--- src/rtl/hz_pkg.sv ---
package hz_pkg;
    parameter int unsigned HZ_RAW = 5;

    typedef struct packed {
        logic              v;
        logic [HZ_RAW-1:0] rs;
        logic [HZ_RAW-1:0] rt;
        logic [HZ_RAW-1:0] rd;
        logic              wr;
        logic              ld;
        logic              st;
        logic              br;
    } hz_slot_t;

    typedef struct packed {
        logic              wr;
        logic [HZ_RAW-1:0] rd;
    } hz_dst_t;

    typedef enum logic [1:0] {
        FW_RF  = 2'b00,
        FW_WB  = 2'b01,
        FW_MEM = 2'b10
    } fwd_sel_e;

    typedef enum logic [1:0] {
        ST_RUN,
        ST_BUBBLE,
        ST_SLOT
    } hz_state_e;
endpackage

--- src/rtl/hz_track.sv ---
module hz_track
    import hz_pkg::*;
(
    input  logic     clk,
    input  logic     rst_n,
    input  hz_slot_t id_slot,
    input  logic     insert_bubble,
    output hz_slot_t ex_slot,
    output hz_dst_t  mem_dst,
    output hz_dst_t  wb_dst
);
    always_ff @(posedge clk or negedge rst_n) begin
        if (!rst_n) begin
            ex_slot <= '0;
            mem_dst <= '0;
            wb_dst  <= '0;
        end else begin
            ex_slot    <= insert_bubble ? '0 : id_slot;
            mem_dst.wr <= ex_slot.v & ex_slot.wr;
            mem_dst.rd <= ex_slot.rd;
            wb_dst     <= mem_dst;
        end
    end

    // a bubble leaves no write or memory enable in the execute slot
    p_bubble_clears_r5: assert property (@(posedge clk) disable iff (!rst_n)
        insert_bubble |=> (!ex_slot.wr && !ex_slot.ld && !ex_slot.st));
endmodule

--- src/rtl/hz_fwd_unit.sv ---
module hz_fwd_unit
    import hz_pkg::*;
#(
    parameter int unsigned RAW = HZ_RAW
) (
    input  logic           clk,
    input  logic           rst_n,
    input  logic [RAW-1:0] src,
    input  hz_dst_t        mem_dst,
    input  hz_dst_t        wb_dst,
    output fwd_sel_e       sel
);
    logic mem_hit;
    logic wb_hit;

    always_comb begin
        mem_hit = mem_dst.wr && (mem_dst.rd != '0) && (mem_dst.rd == src);
        wb_hit  = wb_dst.wr  && (wb_dst.rd  != '0) && (wb_dst.rd  == src);
        if (mem_hit)     sel = FW_MEM;
        else if (wb_hit) sel = FW_WB;
        else             sel = FW_RF;
    end

    // register 0 always reads from the register file
    p_zero_no_fwd_r6: assert property (@(posedge clk) disable iff (!rst_n)
        (src == '0) |-> (sel == FW_RF));
    // a nearer matching writer always wins
    p_near_first_r2: assert property (@(posedge clk) disable iff (!rst_n)
        (mem_dst.wr && src != '0 && mem_dst.rd == src) |-> (sel == FW_MEM));
endmodule

--- src/rtl/hz_stall_unit.sv ---
module hz_stall_unit
    import hz_pkg::*;
(
    input  hz_slot_t id_slot,
    input  hz_slot_t ex_slot,
    output logic     load_use
);
    logic reads_dst;

    always_comb begin
        reads_dst = (ex_slot.rd == id_slot.rs) || (ex_slot.rd == id_slot.rt);
        load_use  = id_slot.v && ex_slot.v && ex_slot.ld && ex_slot.wr &&
                    (ex_slot.rd != '0) && reads_dst;
    end
endmodule

--- src/rtl/hz_ctrl.sv ---
module hz_ctrl
    import hz_pkg::*;
#(
    parameter int unsigned RAW     = HZ_RAW,
    parameter int unsigned NUM_SRC = 2
) (
    input  logic           clk,
    input  logic           rst_n,
    input  logic           id_valid,
    input  logic [RAW-1:0] id_rs,
    input  logic [RAW-1:0] id_rt,
    input  logic [RAW-1:0] id_rd,
    input  logic           id_wr,
    input  logic           id_load,
    input  logic           id_store,
    input  logic           id_branch,
    input  logic           ex_cond,
    output logic [1:0]     fwd_a,
    output logic [1:0]     fwd_b,
    output logic           stall,
    output logic           bubble,
    output logic           pc_redirect,
    output logic           fetch_flush,
    output logic           ex_wr_en,
    output logic           ex_mem_rd,
    output logic           ex_mem_wr
);
    hz_slot_t  id_slot;
    hz_slot_t  ex_slot;
    hz_dst_t   mem_dst;
    hz_dst_t   wb_dst;
    logic      load_use;
    logic      take_raw;
    hz_state_e state_q;
    hz_state_e state_d;
    logic [RAW-1:0] src_vec [NUM_SRC];
    fwd_sel_e       sel_vec [NUM_SRC];

    always_comb begin
        id_slot = '0;
        if (id_valid) begin
            id_slot.v  = 1'b1;
            id_slot.rs = id_rs;
            id_slot.rt = id_rt;
            id_slot.rd = id_rd;
            id_slot.wr = id_wr;
            id_slot.ld = id_load;
            id_slot.st = id_store;
            id_slot.br = id_branch;
        end
    end

    hz_track u_track (
        .clk           (clk),
        .rst_n         (rst_n),
        .id_slot       (id_slot),
        .insert_bubble (bubble),
        .ex_slot       (ex_slot),
        .mem_dst       (mem_dst),
        .wb_dst        (wb_dst)
    );

    hz_stall_unit u_stall (
        .id_slot  (id_slot),
        .ex_slot  (ex_slot),
        .load_use (load_use)
    );

    always_comb begin
        src_vec[0] = ex_slot.v ? ex_slot.rs : '0;
        src_vec[1] = ex_slot.v ? ex_slot.rt : '0;
    end

    for (genvar g = 0; g < NUM_SRC; g++) begin : g_fwd
        hz_fwd_unit #(.RAW(RAW)) u_fwd (
            .clk     (clk),
            .rst_n   (rst_n),
            .src     (src_vec[g]),
            .mem_dst (mem_dst),
            .wb_dst  (wb_dst),
            .sel     (sel_vec[g])
        );
    end

    assign fwd_a     = sel_vec[0];
    assign fwd_b     = sel_vec[1];
    assign ex_wr_en  = ex_slot.v & ex_slot.wr;
    assign ex_mem_rd = ex_slot.v & ex_slot.ld;
    assign ex_mem_wr = ex_slot.v & ex_slot.st;
    assign take_raw  = ex_slot.v & ex_slot.br & ex_cond;

    // state register
    always_ff @(posedge clk or negedge rst_n) begin
        if (!rst_n) state_q <= ST_RUN;
        else        state_q <= state_d;
    end

    // outputs and next state
    always_comb begin
        stall       = 1'b0;
        pc_redirect = 1'b0;
        unique case (state_q)
            ST_RUN, ST_BUBBLE: begin
                stall       = load_use;
                pc_redirect = take_raw;
            end
            ST_SLOT: begin
                stall       = load_use;
                pc_redirect = 1'b0;
            end
            default: begin
                stall       = 1'b0;
                pc_redirect = 1'b0;
            end
        endcase
        bubble      = stall;
        fetch_flush = pc_redirect;
        if (stall)            state_d = ST_BUBBLE;
        else if (pc_redirect) state_d = ST_SLOT;
        else                  state_d = ST_RUN;
    end

    // one load-use bubble never needs a second
    p_one_bubble_r4: assert property (@(posedge clk) disable iff (!rst_n)
        stall |=> !stall);
    // a stall and a redirect never share a cycle
    p_no_overlap_r4: assert property (@(posedge clk) disable iff (!rst_n)
        pc_redirect |-> !stall);
    // the delay slot reaches execute after a redirect
    p_slot_kept_r7: assert property (@(posedge clk) disable iff (!rst_n)
        (pc_redirect && id_valid) |=> ex_slot.v);
    // no redirect from the delay slot of a taken branch
    p_no_double_r10: assert property (@(posedge clk) disable iff (!rst_n)
        pc_redirect |=> !pc_redirect);
endmodule

--- config.mk ---
export PLATFORM = sky130hd
export DESIGN_NAME = hz_ctrl
export DESIGN_NICKNAME = d
export VERILOG_FILES = /design/src/rtl/hz_pkg.sv /design/src/rtl/hz_track.sv /design/src/rtl/hz_fwd_unit.sv /design/src/rtl/hz_stall_unit.sv /design/src/rtl/hz_ctrl.sv
export SDC_FILE = /design/constraint.sdc
export NUM_CORES = 1
export LEC_CHECK = 0
export ABC_AREA = 1
export BUFFER_PORTS_ARGS = -buffer_cell sky130_fd_sc_hd__buf_2
export CAP_MARGIN = 0
export CORE_UTILIZATION = 58
export CTS_BUF_LIST = sky130_fd_sc_hd__clkbuf_8
export CTS_CLUSTER_DIAMETER = 50
export DETAILED_ROUTE_END_ITERATION = 8
export PLACE_DENSITY = 0.79
export SETUP_SLACK_MARGIN = 0.4
export SLEW_MARGIN = 10
export SYNTH_ARGS = -nofsm -noshare
export SYNTH_HDL_FRONTEND = slang
export SYNTH_HIERARCHICAL = 1
export SYNTH_SLANG_ARGS = --single-unit
--- constraint.sdc ---
create_clock -name clk -period 2.88 [get_ports clk]
set_input_delay 0.576 -clock clk [delete_from_list [all_inputs] [get_ports clk]]
set_output_delay 0.576 -clock clk [all_outputs]
set_load 0.005 [all_outputs]
==> impl.org, run 1 <==
** Critical path
- Crit Path Max Fanout :: 21
- Critical path buffers and inverters :: 5
- For this run, the slowest stage of the critical path takes 0.16 ns.
- The worst setup path is launched from a primary input.
- By startpoint and endpoint, the worst setup path is classified as in -> out.
- Setup crit end kind :: primary output
- Required arrival time at the worst endpoint :: 2.30 ns
- Arrival time reported for the critical path endpoint :: 1.73 ns
- Cells along the critical path :: buf_6, nand2_1, inv_1, inv_1, nand2_1, nand2_1, nor2_1, nand3_1, a21oi_2, inv_1, a21oi_2, buf_2
- Among cell families on the critical path, the largest total delay comes from buffers and inverters.
- The slowest stage of the critical path is the sky130_fd_sc_hd__buf_6 cell.

** Cells and area
- Area growth syn-to-layout :: 12.4%
- The post-route netlist has 16.2% of its cells at a drive strength greater than 1.
- Share of the core filled with cells :: 71.3%
- Net count, final :: 361
- Diode insertion count for antenna repair :: 0

** Floorplan
- Area of the core :: 3150 µm²
- I/O pin count :: 34
- DIE AREA :: 3690 µm²
- After floorplanning, the core was divided into 20 placement rows.
- The floorplan step set the die width to 60.7 µm.
- The die is 60.7 µm tall.
- Starting utilization of the core area :: 63.5%

** GRT
- The total overflow left after global routing is 0.
- Antenna violations before repair :: 0
- The first global-routing pass estimated 6.01 mm of wire.
- GRT Total Usage :: 23.0%
- The via count of the first global-routing pass was 1,557.
- Largest net degree at the start of global routing :: 35

** Clock network
- Post-CTS Setup Repair Bufs :: 0
- In this run, CTS created clock tree buffers numbering 5.
- For the worst-skew pair, the clock arrives at the later sink with an insertion delay of 0.28 ns.
- After clock tree synthesis, the clock-pin slew on the worst setup and hold paths is 0.06 ns.
- For this design, the sink count on the clock tree is 34.
- The cell sitting at the root of the clock tree is a sky130_fd_sc_hd__clkbuf_8.
- Number of buffers between clock root and the deepest sink :: 2
- CTS H-tree lvls :: 2
- Clock tree from TritonCTS :: built

** Timing
- Setup repair after global routing left no endpoint under its margin.
- Total of endpoints with negative setup slack in the final report :: 0
- After layout, the worst path uses 79.9% of the clock period.
- Setup TNS :: 0 ns
- Tightest slew margin relative to the limit :: 52.6%
- Hold Violations, Final :: 0
- The routed design could run at a clock period as short as 2.30 ns.
- Highest Clock Rate :: 0.435 GHz
- Slew Viols, Final :: 0
- Worst slew pin tran :: 0.711 ns
- Skew final :: 0.00278 ns

** Hold path
- The min-delay analysis places its worst path in the category in -> async.

** Synthesis
- FF+latch count, synth :: 34
- Syn nets :: 329
- Of all cell types, the one taking the most synthesized area is sky130_fd_sc_hd__dfrtp_1.
- Number of synthesis warnings :: 6
- Count of mapped cells out of synthesis :: 306
- Summed over its instances, the top area cell type makes up 42.5% of the synthesized netlist area.
- Mean area per synthesized cell :: 6.54 µm²
- Summing the sequential cell areas from Yosys gives 42.5% of the chip area.
- Ranked by total cell area, the synthesized netlist is headed by sky130_fd_sc_hd__dfrtp_1, sky130_fd_sc_hd__nand2_1, sky130_fd_sc_hd__inv_1.
- The netlist uses 17 different library cells.
- Synthesized area :: 2000 µm²

** Routing
- Residual DRC :: 0
- The detailed router finished its first iteration with 72 violations.
- After detailed routing, the number of vias per cell comes to 4.37.
- Vias :: 1,673
- The pre-antenna-repair detailed-routing pass consisted of 4 iterations.
- The final layout contains routed wiring with a total length of 3.51 mm.
- Wire length per cell :: 9.17 µm
- Detail Route Antenna Nets :: 0

** Run
- Max cap viols :: 0

** Placement
- The wire-length estimate of the detail-placed layout is 2.64 mm.
- Routability-driven placement finished with a final weighted congestion of 0.856.
- Number of buffer cells added on primary ports :: 33

** Power
- The analysis attributes to cell leakage a power of 0.00150 µW.
- Across the VDD grid, the largest voltage drop is 0.378 mV.
- For this design the ratio of total power to cell area is 445 nW/µm².

** Run status
- The flow ran to the end, and the final reports show no timing, DRC or antenna violations.
==> synthesized netlist by cell type <==
| cell type | n |
|---|---|
| sky130_fd_sc_hd__inv_1 | 88 |
| sky130_fd_sc_hd__a21boi_0 | 2 |
| sky130_fd_sc_hd__nor3_1 | 1 |
| sky130_fd_sc_hd__and3_1 | 1 |
| sky130_fd_sc_hd__a21oi_1 | 3 |
| sky130_fd_sc_hd__xor2_1 | 3 |
| sky130_fd_sc_hd__a21oi_2 | 1 |
| sky130_fd_sc_hd__nand2_1 | 92 |
| sky130_fd_sc_hd__nor2_1 | 41 |
| sky130_fd_sc_hd__inv_2 | 6 |
| sky130_fd_sc_hd__o21ai_0 | 6 |
| sky130_fd_sc_hd__buf_4 | 5 |
| sky130_fd_sc_hd__xnor2_1 | 2 |
| sky130_fd_sc_hd__nor2_2 | 5 |
| sky130_fd_sc_hd__dfrtp_1 | 34 |
| sky130_fd_sc_hd__nand3_1 | 12 |
| sky130_fd_sc_hd__buf_6 | 4 |
==> routing by layer <==
layer	share of wire [%]	wire length [µm]	GRT usage [%]	vias up
met5	0	0	0	-
met4	0.83	29	6.82	0
met3	4.4	154	6.40	4
met2	52	1840	44.7	40
met1	42	1490	23.9	720
li1	-	-	-	909
==> through the flow <==
stage / instances / instance area (µm²) / hold slack, ns / power (µW) / setup slack [ns]
2_1_floorplan: 306 / 2000 / 0.280 / 621 / 0.491
3_3_place_gp: 375 / 2150 / 0.404 / 661 / 0.425
3_5_place_dp: 375 / 2150 / 0.406 / 665 / 0.413
4_1_cts: 383 / 2240 / 0.365 / 1010 / 0.416
5_1_grt: 383 / 2250 / 0.397 / 1060 / 0.429
6_report: 383 / 2250 / 0.341 / 1000 / 0.579
==> layout make-up <==
class	count	area (µm²)
Inverter	94	353
Fill cell	299	905
Clock buffer	6	82.6
Timing Repair Buffer	34	179
Clock inverter	2	8.76
Sequential cell	34	852
Tap cell	44	55.1
Multi-Input combinational cell	169	718
==> timing repair <==
action | CTS | global route
gates resized for setup | 0 | 4
setup endpoints to repair | 0 | 6
hold buffers | 0 | 0
==> cells by family after synthesis <==
family / count (synthesis) / synth area share [%]
AOI/OAI and AO/OA: 12 / 3.44
xor gates and xnor gates: 5 / 2.19
buffers and inverters: 103 / 21.8
DFF: 34 / 42.5
and+or+nand+nor: 152 / 30.1
==> power by group <==
part,leakage [µW],switching (µW),internal [µW],total [µW]
Clock,0.0000524,156,189,344
Combinational,0.00101,80.1,53.6,134
Sequential,0.000439,21.6,501,523
Total,0.00150,257,743,1000
==> placed cells by master (no fill, tap or decap), types with 2 or more instances in the layout <==
cell type                  count
sky130_fd_sc_hd__clkbuf_8      6
sky130_fd_sc_hd__xnor2_1       2
sky130_fd_sc_hd__nor2_1       41
sky130_fd_sc_hd__inv_2         6
sky130_fd_sc_hd__o21ai_0       6
sky130_fd_sc_hd__a21oi_2       2
sky130_fd_sc_hd__nand3_1      12
sky130_fd_sc_hd__nor2_2        5
sky130_fd_sc_hd__nand2_1      92
sky130_fd_sc_hd__a21boi_0      2
sky130_fd_sc_hd__buf_2        32
sky130_fd_sc_hd__a21oi_1       2
sky130_fd_sc_hd__inv_1        89
sky130_fd_sc_hd__xor2_1        3
sky130_fd_sc_hd__dfrtp_1      33
==> path summary, 6_finish.rpt <==
kind	endpoint	slack (ns)	startpoint	cells after the start
setup reg to reg	u_track/ex_slot[19]	1.24	u_track/ex_slot[8]	10
max in group asynchronous	u_track/ex_slot[19]	2.05	rst_n	1
hold / removal	u_track/ex_slot[7]	0.34	rst_n	1
min in group clk	u_track/wb_dst[5]	0.43	u_track/mem_dst[5]	0
setup / recovery	stall	0.58	id_valid	12
hold reg to reg	u_track/wb_dst[5]	0.43	u_track/mem_dst[5]	0
==> registers in the layout, summed over array words and instances (netlist names) <==
signal           cells
state_q              2
u_track/ex_slot     20
u_track/mem_dst      6
u_track/wb_dst       6
Note: power is estimated with default switching activity, not from simulation.
==> run 2, diff against run 1 <==
--- a/config.mk
+++ b/config.mk
@@ -5,10 +5,10 @@
 export SDC_FILE = /design/constraint.sdc
 export NUM_CORES = 1
 export LEC_CHECK = 0
-export ABC_AREA = 1
+export ABC_AREA = 0
 export BUFFER_PORTS_ARGS = -buffer_cell sky130_fd_sc_hd__buf_2
 export CAP_MARGIN = 0
-export CORE_UTILIZATION = 58
+export CORE_UTILIZATION = 57
 export CTS_BUF_LIST = sky130_fd_sc_hd__clkbuf_8
 export CTS_CLUSTER_DIAMETER = 50
 export DETAILED_ROUTE_END_ITERATION = 8
==> constraint.sdc (replaced) <==
create_clock -name clk -period 2.4 [get_ports clk]
set_input_delay 0.48 -clock clk [delete_from_list [all_inputs] [get_ports clk]]
set_output_delay 0.48 -clock clk [all_outputs]
set_load 0.005 [all_outputs]
==> run 2 against run 1 <==
Net effect: largest cell class is now multi-input combinational cells; area after synthesis shrank 10%; the flow now finishes with violations (design-rule violations); via count shrank 28%; sequential share of layout area shrank 0.20 points; die area shrank 8.6%.
==> impl.org, run 2 <==
** Run status
- Outcome :: complete, but fails checks
- The checks that failed: design-rule violations.

** Clock network
- Cts bufs inserted :: 5 (unchanged)
- Clock tree from TritonCTS :: built
- The clock-pin slew on the worst setup and hold paths was 0.07 ns (about the same).
- The number of buffers added to fix hold violations after cts was 0 (unchanged).
- The total number of H-tree levels came to 2 (unchanged).
- The insertion delay of the later-clocked pin in the worst-skew pair came to 0.28 ns (about the same).
- The cell sitting at the root of the clock tree is a sky130_fd_sc_hd__clkbuf_8.
- The number of clock sinks came to 34 (unchanged).
- The deepest clock path buffer count was 2 (unchanged).

** Timing
- Total of endpoints with negative setup slack in the final report :: 0 (unchanged)
- Setup TNS :: 0 ns (unchanged)
- The measured slew at the worst slew-check pin was 0.702 ns (-0.00876 ns).
- Tightest slew margin relative to the limit :: 53.2% (+0.58 points)
- Skew final :: 0.00549 ns (+0.00270 ns)
- Time the worst path needs with I/O delays and setup :: 2.38 ns
- Minimum setup slack in the final design :: 0.0211 ns (-0.558 ns)
- Slew Viols, Final :: 0 (unchanged)
- RSZ-0062 raised after global routing :: true
- Based on the critical path, the design can be clocked at up to 0.420 GHz.
- Hold Violations, Final :: 0 (unchanged)
- The final-layout worst hold slack is 0.245 ns (-0.0958 ns).
- Dividing the final minimum period by the clock period gives 99.1%.

** Routing
- The first-pass iteration count of the detailed router is 6 (+2).
- The total wire length was 3.55 mm (+0.91%).
- The wire length per cell after detailed routing came to 14.8 µm (+61%).
- The overall via count from detail_route is 1,203 (-28%).
- Detail Route Antenna Nets :: 0 (unchanged)
- The violation count after the first detailed-routing iteration came to 62 (-14%).
- Number of vias per cell after detailed routing :: 5.01 (+15%)
- The detailed-route DRC error count came to 2 (+2).

** Critical path
- Setup crit end kind :: primary output
- The setup path with the least slack is of type in -> out.
- Cell class contributing the biggest share of worst-path delay :: compound AO/OA/AOI/OAI gates
- Crit Path Max Fanout :: 19 (-9.5%)
- The arrival time of data at the critical path endpoint came to 1.90 ns (+0.17 ns).
- STA classifies the critical path startpoint as a primary input.
- Delay contributed by the slowest stage of the critical path :: 0.30 ns (+0.14 ns)
- Required arrival time at the worst endpoint :: 1.92 ns (-0.38 ns)
- Critical path buffers and inverters :: 2 (-3)
- The reg-to-reg setup timing slack is 0.33 ns (-0.91 ns).
- The critical path goes through buf_8, and2_4, xor2_1, nor3_2, nand3_1, a221oi_2, a21boi_4, buf_2.
- Among all stages on the critical path, the largest delay is contributed by sky130_fd_sc_hd__a221oi_2.

** Run
- Max cap viols :: 0 (unchanged)

** GRT
- The wire length of the first global-routing pass is 5.84 mm (-2.9%).
- The via count of the first global-routing pass is 1,331 (-15%).
- The maximum number of pins on one net before global-route repair came to 35 (unchanged).
- Aggregate global routing overflow :: 0 (unchanged)
- GRT Total Usage :: 24.0% (+0.99 points)
- Antenna violations before repair :: 0 (unchanged)

** Floorplan
- Die Y-Extent :: 58.1 µm (-4.4%)
- The floorplan row count was 19 (-5.0%).
- The number of I/O pins is 34 (unchanged).
- Starting utilization of the core area :: 62.3% (-1.2 points)
- DIE AREA :: 3370 µm² (-8.6%)
- Area of the core :: 2880 µm² (-8.8%)
- Floorplan die width :: 58.1 µm (-4.4%)

** Placement
- The placer congestion estimate is 0.898 (+4.9%).
- The worst setup slack before clock tree synthesis came to -0.138 ns (-0.551 ns).
- The number of buffers inserted by port buffering came to 33 (unchanged).
- HPWL after detailed placement :: 2.40 mm (-9.0%)

** Synthesis
- In the synthesized netlist the dominant register cell turns out to be sky130_fd_sc_hd__dfrtp_1.
- Syn nets :: 179 (-46%)
- The number of flops mapped to enable cells by yosys is 0 (unchanged).
- FF+latch count, synth :: 34 (unchanged)
- Ranked by instance count, the synthesized netlist is headed by sky130_fd_sc_hd__dfrtp_1, sky130_fd_sc_hd__and2_1, sky130_fd_sc_hd__nor2b_2.
- The async set-or-reset flop fraction in the synthesized netlist came to 100% (unchanged).
- Mean area per synthesized cell :: 11.5 µm² (+76%)
- Synthesized area :: 1790 µm² (-10%)
- The proportion of netlist area held by the largest area contributor came to 47.5% (+5.0 points).
- Portion of the post-synthesis area used by sequential elements :: 47.5% (+5.0 points)
- Area leader, netlist :: sky130_fd_sc_hd__dfrtp_1
- Count of mapped cells out of synthesis :: 156 (-49%)
- Top post-synthesis cells by area :: sky130_fd_sc_hd__dfrtp_1, sky130_fd_sc_hd__and2_1, sky130_fd_sc_hd__nor2b_2
- Number of synthesis warnings :: 6 (unchanged)
- Library cells used by synthesis :: 23 (+6)
- Most numerous cell in the Yosys netlist :: sky130_fd_sc_hd__dfrtp_1

** Cells and area
- Multi-input combinational cell area :: 1020 µm² (+41%)
- The largest registers in the layout are u_track/ex_slot: 20 flops, u_track/mem_dst: 6 flops, u_track/wb_dst: 6 flops.
- Largest register FFs :: 20 (unchanged)
- Storage element area :: 853 µm² (+0.15%)
- Leaving out fill and tap cells, the most frequent cells in the layout are sky130_fd_sc_hd__buf_2, sky130_fd_sc_hd__dfrtp_1, sky130_fd_sc_hd__and2_1, sky130_fd_sc_hd__nor2b_2, sky130_fd_sc_hd__and2_4.
- The antenna cell count was 0 (unchanged).
- Counting flops per register, the top entry is u_track/ex_slot.
- Area growth syn-to-layout :: 26.3%
- The share of final-layout standard cells stronger than drive strength 1 was 54.5% (+38 points).
- The number of fillers in the final layout is 186 (-38%).
- The number of nets in the layout came to 220 (-39%).

** Hold path
- The tightest min-delay check is of the in -> async type.

** Power
- The power density over cell area is 547 nW/µm² (+23%).
- The total power consumption of the routed design was 1240 µW (+24%).
- The static leakage came to 0.00108 µW (-28%).
- The peak supply drop is 0.432 mV (+14%).
## run 2: metal layers
layer	share of wire (%)	routed length [µm]	global-route usage, %	vias up
met5	0	0	0	-
met4	1.1	38	10.9	0
met3	2.9	102	5.36	6
met2	56	1990	42.9	27
met1	40	1410	27.5	586
li1	-	-	-	584
## run 2: layout make-up
type                       count  share of cell area, %
timing repair buffer          42                   11.1
clock buffer                   6                   3.65
clock inverter                 2                  0.387
tap                           42                   2.32
multi-input combinational    114                   44.9
sequential                    34                   37.7
## run 2: per-stage QoR
step	utilization (%)	area, µm²	cells
6_report	78.7	2260	240
3_5_place_dp	68.9	1980	226
3_3_place_gp	68.9	1980	226
4_1_cts	76.8	2210	240
2_1_floorplan	-	1820	156
5_1_grt	78.7	2260	240
## run 2: final timing paths
path / from / endpoint / cells after the start
max: id_valid / bubble / 8
min: rst_n / u_track/ex_slot[3] / 1
max reg2reg: u_track/ex_slot[6] / u_track/ex_slot[11] / 7
min reg2reg: u_track/mem_dst[5] / u_track/wb_dst[5] / 0
max in group asynchronous: rst_n / u_track/ex_slot[19] / 1
min in group clk: u_track/mem_dst[5] / u_track/wb_dst[5] / 0
## run 2: cell families after synthesis
kind of cell	after synthesis	share of synthesized area [%]
flops	34	47.5
compound gates	8	5.03
xor+xnor	26	12.7
simple gates	80	31.1
buf+inv	8	3.63
## run 2: power by group
part           switching, µW  internal [µW]
Combinational           79.9            107
Clock                    193            227
Sequential              31.4            601
## run 2: worst register-to-register path, delay by kind of cell (launching register included)
kind / cells / cell delay, ns
xor+xnor: 1 / 0.18
simple gates: 3 / 0.43
buf+inv: 1 / 0.37
compound gates: 2 / 0.54
flops: 1 / 0.43
## run 2: what timing repair did
action / 4_1_cts / 5_1_grt
gates cloned: 0 / 0
pin swaps: 11 / 15
setup buffers: 6 / 0
resized for setup: 24 / 10
setup endpoints to repair: 27 / 27
